File: config.mk
export PLATFORM = sky130hd
export DESIGN_NAME = hamming_sector_ecc
export DESIGN_NICKNAME = d
export VERILOG_FILES = /design/src/rtl/hse_pkg.sv /design/src/rtl/hse_col_parity.sv /design/src/rtl/hse_ctrl.sv /design/src/rtl/hse_accum.sv /design/src/rtl/hse_pack.sv /design/src/rtl/hamming_sector_ecc.sv
export SDC_FILE = /design/constraint.sdc
export NUM_CORES = 1
export LEC_CHECK = 0
export BUFFER_PORTS_ARGS = -buffer_cell sky130_fd_sc_hd__clkbuf_2
export CAP_MARGIN = 20
export CORE_MARGIN = 8
export CORE_UTILIZATION = 45
export DETAILED_ROUTE_END_ITERATION = 12
export PLACE_DENSITY = 0.7
export SYNTH_ARGS = -nofsm -noshare
export SYNTH_HDL_FRONTEND = slang
export SYNTH_SLANG_ARGS = --single-unit
File: constraint.sdc
create_clock -name clk_i -period 1.8 [get_ports clk_i]
set_clock_uncertainty 0.15 [all_clocks]
set_input_delay 0 -clock clk_i [delete_from_list [all_inputs] [get_ports clk_i]]
set_output_delay 0 -clock clk_i [all_outputs]
set_load 0.02 [all_outputs]
File: src/rtl/hse_pkg.sv
package hse_pkg;
  localparam int unsigned BYTE_W       = 8;
  localparam int unsigned BIT_IDX_W    = $clog2(BYTE_W);
  localparam int unsigned SECTOR_BYTES = 512;
  localparam int unsigned ADDR_W       = $clog2(SECTOR_BYTES);
  localparam int unsigned LINE_W       = ADDR_W + BIT_IDX_W;
  localparam int unsigned CNT_W        = ADDR_W + 1;
  localparam int unsigned ECC_W        = 24;
  localparam int unsigned LO_W         = 8;
  localparam int unsigned HI_W         = LINE_W - LO_W;

  typedef struct packed {
    logic [ADDR_W-1:0]    row;
    logic [BIT_IDX_W-1:0] col;
  } par_line_t;

  // positions p of a byte whose bit k is set
  function automatic logic [BYTE_W-1:0] pos_mask(int unsigned k);
    logic [BYTE_W-1:0] m;
    for (int unsigned p = 0; p < BYTE_W; p++) m[p] = ((p >> k) & 1) == 1;
    return m;
  endfunction
endpackage

File: src/rtl/hse_col_parity.sv
module hse_col_parity
  import hse_pkg::*;
(
  input  logic [BYTE_W-1:0]    byte_i,
  output logic [BIT_IDX_W-1:0] odd_o,
  output logic [BIT_IDX_W-1:0] even_o,
  output logic                 byte_par_o
);
  for (genvar k = 0; k < BIT_IDX_W; k++) begin : g_col
    localparam logic [BYTE_W-1:0] MASK = pos_mask(k);
    assign odd_o[k]  = ^(byte_i & MASK);
    assign even_o[k] = ^(byte_i & ~MASK);
  end
  assign byte_par_o = ^byte_i;
endmodule

File: src/rtl/hse_ctrl.sv
module hse_ctrl
  import hse_pkg::*;
(
  input  logic              clk_i,
  input  logic              rst_ni,
  input  logic              clear_i,
  input  logic              valid_i,
  output logic              accept_o,
  output logic [ADDR_W-1:0] addr_o,
  output logic              done_o
);
  localparam logic [CNT_W-1:0] LAST = CNT_W'(SECTOR_BYTES - 1);
  localparam logic [CNT_W-1:0] FULL = CNT_W'(SECTOR_BYTES);

  logic [CNT_W-1:0] cnt_q;
  logic             done_q;

  assign accept_o = valid_i & ~clear_i & (cnt_q != FULL);
  assign addr_o   = cnt_q[ADDR_W-1:0];
  assign done_o   = done_q;

  always_ff @(posedge clk_i or negedge rst_ni) begin
    if (!rst_ni) begin
      cnt_q  <= '0;
      done_q <= 1'b0;
    end else if (clear_i) begin
      cnt_q  <= '0;
      done_q <= 1'b0;
    end else begin
      done_q <= accept_o && (cnt_q == LAST);
      if (accept_o) cnt_q <= cnt_q + 1'b1;
    end
  end
endmodule

File: src/rtl/hse_accum.sv
module hse_accum
  import hse_pkg::*;
(
  input  logic                 clk_i,
  input  logic                 rst_ni,
  input  logic                 clear_i,
  input  logic                 accept_i,
  input  logic [ADDR_W-1:0]    addr_i,
  input  logic [BIT_IDX_W-1:0] col_odd_i,
  input  logic [BIT_IDX_W-1:0] col_even_i,
  input  logic                 byte_par_i,
  output par_line_t            odd_o,
  output par_line_t            even_o
);
  par_line_t odd_q, even_q, odd_d, even_d;

  for (genvar j = 0; j < ADDR_W; j++) begin : g_row
    assign odd_d.row[j]  = odd_q.row[j]  ^ (byte_par_i &  addr_i[j]);
    assign even_d.row[j] = even_q.row[j] ^ (byte_par_i & ~addr_i[j]);
  end
  assign odd_d.col  = odd_q.col  ^ col_odd_i;
  assign even_d.col = even_q.col ^ col_even_i;

  always_ff @(posedge clk_i or negedge rst_ni) begin
    if (!rst_ni) begin
      odd_q  <= '0;
      even_q <= '0;
    end else if (clear_i) begin
      odd_q  <= '0;
      even_q <= '0;
    end else if (accept_i) begin
      odd_q  <= odd_d;
      even_q <= even_d;
    end
  end

  assign odd_o  = odd_q;
  assign even_o = even_q;
endmodule

File: src/rtl/hse_pack.sv
module hse_pack
  import hse_pkg::*;
(
  input  par_line_t         odd_i,
  input  par_line_t         even_i,
  output logic [ECC_W-1:0]  ecc_o
);
  logic [LINE_W-1:0] o, e;
  assign o = odd_i;
  assign e = even_i;
  // high nibbles share the top byte: odd above even
  assign ecc_o = {o[LINE_W-1:LO_W], e[LINE_W-1:LO_W], o[LO_W-1:0], e[LO_W-1:0]};
endmodule

File: src/rtl/hamming_sector_ecc.sv
module hamming_sector_ecc
  import hse_pkg::*;
(
  input  logic              clk_i,
  input  logic              rst_ni,
  input  logic              clear_i,
  input  logic              valid_i,
  input  logic [BYTE_W-1:0] data_i,
  output logic [ECC_W-1:0]  ecc_o,
  output logic              ecc_valid_o
);
  logic                 accept;
  logic [ADDR_W-1:0]    addr;
  logic [BIT_IDX_W-1:0] col_odd, col_even;
  logic                 byte_par;
  par_line_t            odd_line, even_line;

  hse_ctrl u_ctrl (
    .clk_i, .rst_ni, .clear_i, .valid_i,
    .accept_o(accept), .addr_o(addr), .done_o(ecc_valid_o)
  );

  hse_col_parity u_col (
    .byte_i(data_i), .odd_o(col_odd), .even_o(col_even), .byte_par_o(byte_par)
  );

  hse_accum u_acc (
    .clk_i, .rst_ni, .clear_i,
    .accept_i(accept), .addr_i(addr),
    .col_odd_i(col_odd), .col_even_i(col_even), .byte_par_i(byte_par),
    .odd_o(odd_line), .even_o(even_line)
  );

  hse_pack u_pack (.odd_i(odd_line), .even_i(even_line), .ecc_o(ecc_o));
endmodule

==> flow_metrics.py <==
metrics = {
    "run_status": {
        "outcome": "complete, but fails checks",
        "violations": "setup timing",
    },
    "clock_network": {
        "post-cts-setup-buffers": 0,
        "cts_max_level": 2,
        "numCtsBuffers": 5,
        "clkTransAtPathRegs_ps": 70,
        "cts.path.max_buffers": 2,
        "insertion_delay_ps": 290,
        "cts_sinks": 35,
        "tritoncts": "yes",
        "clockRootBuffer": "clkbuf_8",
    },
    "logic_synthesis": {
        "synth_nets": 210,
        "synth_area_per_cell_um2": 9.89,
        "syn_area_um2": 1940,
        "synthFlopType": "dfrtp_1",
        "synth-seq-cells": 35,
        "synth_edf_count": 0,
        "synthCells": 196,
        "yosysSeqAreaShare": 0.452,
        "async_flop_share": 1.00,
        "ys_warn_count": 0,
        "yosys.cell_types.count": 29,
    },
    "worst_hold_path": {
        "worstHoldPathCells": 5,
        "hold_path_class": "input pin to flop",
    },
    "setup_path": {
        "endpoint_kind": "flop",
        "start_kind": "flop",
        "worstPathRequired_ps": 1830,
        "endpoint": "u_acc.odd_o[2]",
        "crit_path_max_incr_delay_ps": 410,
        "r2r_cells": 6,
        "critPathTopFamily": "simple AND/OR/NAND/NOR gates",
        "crit_type": "flop to flop",
        "critPathLaunch": "u_ctrl.cnt_q[5]",
        "timing.rr.start": "u_ctrl.cnt_q[5]",
        "slowest_stage": "dfrtp_1",
        "crit_path_max_fanout": 9,
        "r2r_setup_slack_ps": -10,
        "r2r-end": "u_acc.odd_o[2]",
        "worstPathArrival_ps": 1840,
        "path_cells": "nor4_4 > a41oi_4 > buf_6 > nor2b_1 > xnor2_1 > nor2_1",
        "critPathBufInv": 1,
        "cp_num_cells": 6,
    },
    "global_route": {
        "grt_start_max_net_pins": 36,
        "grt_pass1_wl_um": 6960,
        "gr-total-overflow": 0,
        "grt_usage": 0.131,
        "grt_pass1_vias": 1562,
        "antenna_found_initial": 0,
    },
    "floorplan": {
        "fp.dieH_um": 81.7,
        "die-area_um2": 6670,
        "fp-row-count": 24,
        "core_region_area_um2": 4260,
        "ios": 37,
        "die_w_um": 81.7,
        "start_util": 0.455,
    },
    "finish": {
        "final_util": 0.581,
        "layout.cells.most_common_list": "36 x clkbuf_2, 35 x dfrtp_1, 25 x nor2_1",
        "final_cells": 301,
        "nets": 262,
        "antennaDiodeCount": 0,
        "syn_to_final_growth_pct": 27.8,
        "final_common_cell": "clkbuf_2",
        "drive_gt1_frac": 0.349,
    },
    "drt": {
        "via_count": 1523,
        "wl_per_cell_um": 13.9,
        "vias_per_cell": 5.06,
        "drt-pass1-iter-count": 4,
        "drcViolationCount": 0,
        "antenna_left": 0,
        "first_iter_violations": 79,
        "drt_wl_total_um": 4190,
    },
    "pwr": {
        "p_per_area_nw_per_um2": 941,
        "leakage_uw": 0.00117,
        "p_total_uw": 2330,
        "ir_worst_vdd_v": 0.000409,
        "power.share.combinational": 0.291,
        "seq_power_share": 0.392,
        "switching_share": 0.307,
        "power.share.clock": 0.318,
        "p_int_uw": 1620,
        "p_sw_uw": 715,
    },
    "placement": {
        "port_buffers": 36,
        "dp.cells": 291,
        "dpl_worst_slack_ps": -80.0,
        "hpwl_um": 2950,
        "place_congestion": 0.865,
    },
    "sta": {
        "fmax_mhz": 552,
        "fin_ws_ps": -11.2,
        "max_slew.worst_pin.slew_ps": 659,
        "rsz0062_at_grt": "yes",
        "setup_viol": 1,
        "final_hold_viol_count": 0,
        "post-route-period-util": 1.01,
        "slew_violations": 0,
        "tns_ps": -11.2,
        "min_period_ps": 1810,
        "max-slew-margin-rel": 0.561,
    },
    "job": {
        "drv_cap": 0,
    },
}
-- synth_stat cells, types with 4 or more instances --
cell type | instances | area share
and3_1 | 5 | 0.016
nor3b_1 | 5 | 0.019
a21oi_1 | 11 | 0.028
o21ai_0 | 10 | 0.026
inv_1 | 4 | 0.0077
dfrtp_1 | 35 | 0.45
nor2_1 | 25 | 0.048
clkbuf_1 | 4 | 0.0077
xor2_1 | 12 | 0.054
nand2_1 | 15 | 0.029
xnor2_1 | 14 | 0.063
nor2b_1 | 10 | 0.032
mux2_2 | 7 | 0.041
nand4_1 | 4 | 0.013
or3_1 | 10 | 0.032
-- metal layers --
metal / wire length, um / global-route usage / up-vias
met5: 0 / 0 / -
met4: 61 / 0.0439 / 0
met3: 209 / 0.0438 / 7
met2: 1990 / 0.227 / 31
met1: 1920 / 0.149 / 729
li1: - / - / 756
-- sequential cells by signal, summed over array words and instances (netlist names) --
signal / flops
u_acc.even_o: 12
u_acc.odd_o: 12
u_ctrl.cnt_q: 10
u_ctrl.done_o: 1
-- metrics by stage --
step	hold WS, ps	area, um^2
global placement	-85.6	2310
global route	135	2480
CTS	88.5	2450
floorplan	-446	1990
detailed placement	-82.8	2310
finish	89.6	2480
-- layout make-up --
cell class | instances | area, um^2
Tap cell | 52 | 65.1
Multi-Input combinational cell | 147 | 1060
Clock inverter | 2 | 35.0
Sequential cell | 35 | 876
Fill cell | 368 | 1790
Inverter | 4 | 15.0
Clock buffer | 6 | 82.6
Timing Repair Buffer | 55 | 342
-- worst register-to-register path: cells and delay by family, from the launching register on --
kind | cells | cell delay, ps
buf+inv | 1 | 190
compound gates | 1 | 230
xor+xnor | 1 | 150
simple gates | 3 | 580
flops | 1 | 410
-- power groups by stage --
| stage | Combinational [uW] | Clock (uW) | Sequential, uW |
|---|---|---|---|
| 6_report | 678 | 741 | 914 |
| 5_1_grt | 741 | 786 | 926 |
| 4_1_cts | 681 | 757 | 914 |
| 3_5_place_dp | 671 | 0 | 928 |
| 3_3_place_gp | 661 | 0 | 925 |
| 2_1_floorplan | 385 | 0 | 1010 |
-- kinds of logic (layout without fill, tap and decap cells) --
family | after synthesis | count (layout) | synth area share
and+or+nand+nor | 83 | 83 | 0.224
DFF | 35 | 35 | 0.452
xor gates and xnor gates | 30 | 30 | 0.151
AOI/OAI and AO/OA | 22 | 23 | 0.0587
buffers and inverters | 15 | 67 | 0.0458
muxes | 9 | 9 | 0.0561
adders and majority gates | 2 | 2 | 0.0129
-- worst min path at each step --
stage	start	to	slack (ps)
after CTS	valid_i	u_acc.odd_o[9]	90
after detailed placement	rst_ni	u_acc.odd_o[3]	-80
after floorplan	rst_ni	u_acc.even_o[0]	-450
after global placement	rst_ni	u_acc.even_o[10]	-90
final	valid_i	u_acc.odd_o[9]	90
after global routing	valid_i	u_acc.odd_o[8]	130
-- repair_timing --
action / in CTS / in global routing
cloned: 0 / 1
hold endpoints to repair: 35 / 0
setup endpoints to repair: 19 / 20
pin swaps: 0 / 1
gates resized for setup: 2 / 3
hold buffers: 1 / 0
No activity file was read; power rests on OpenSTA's default activity.
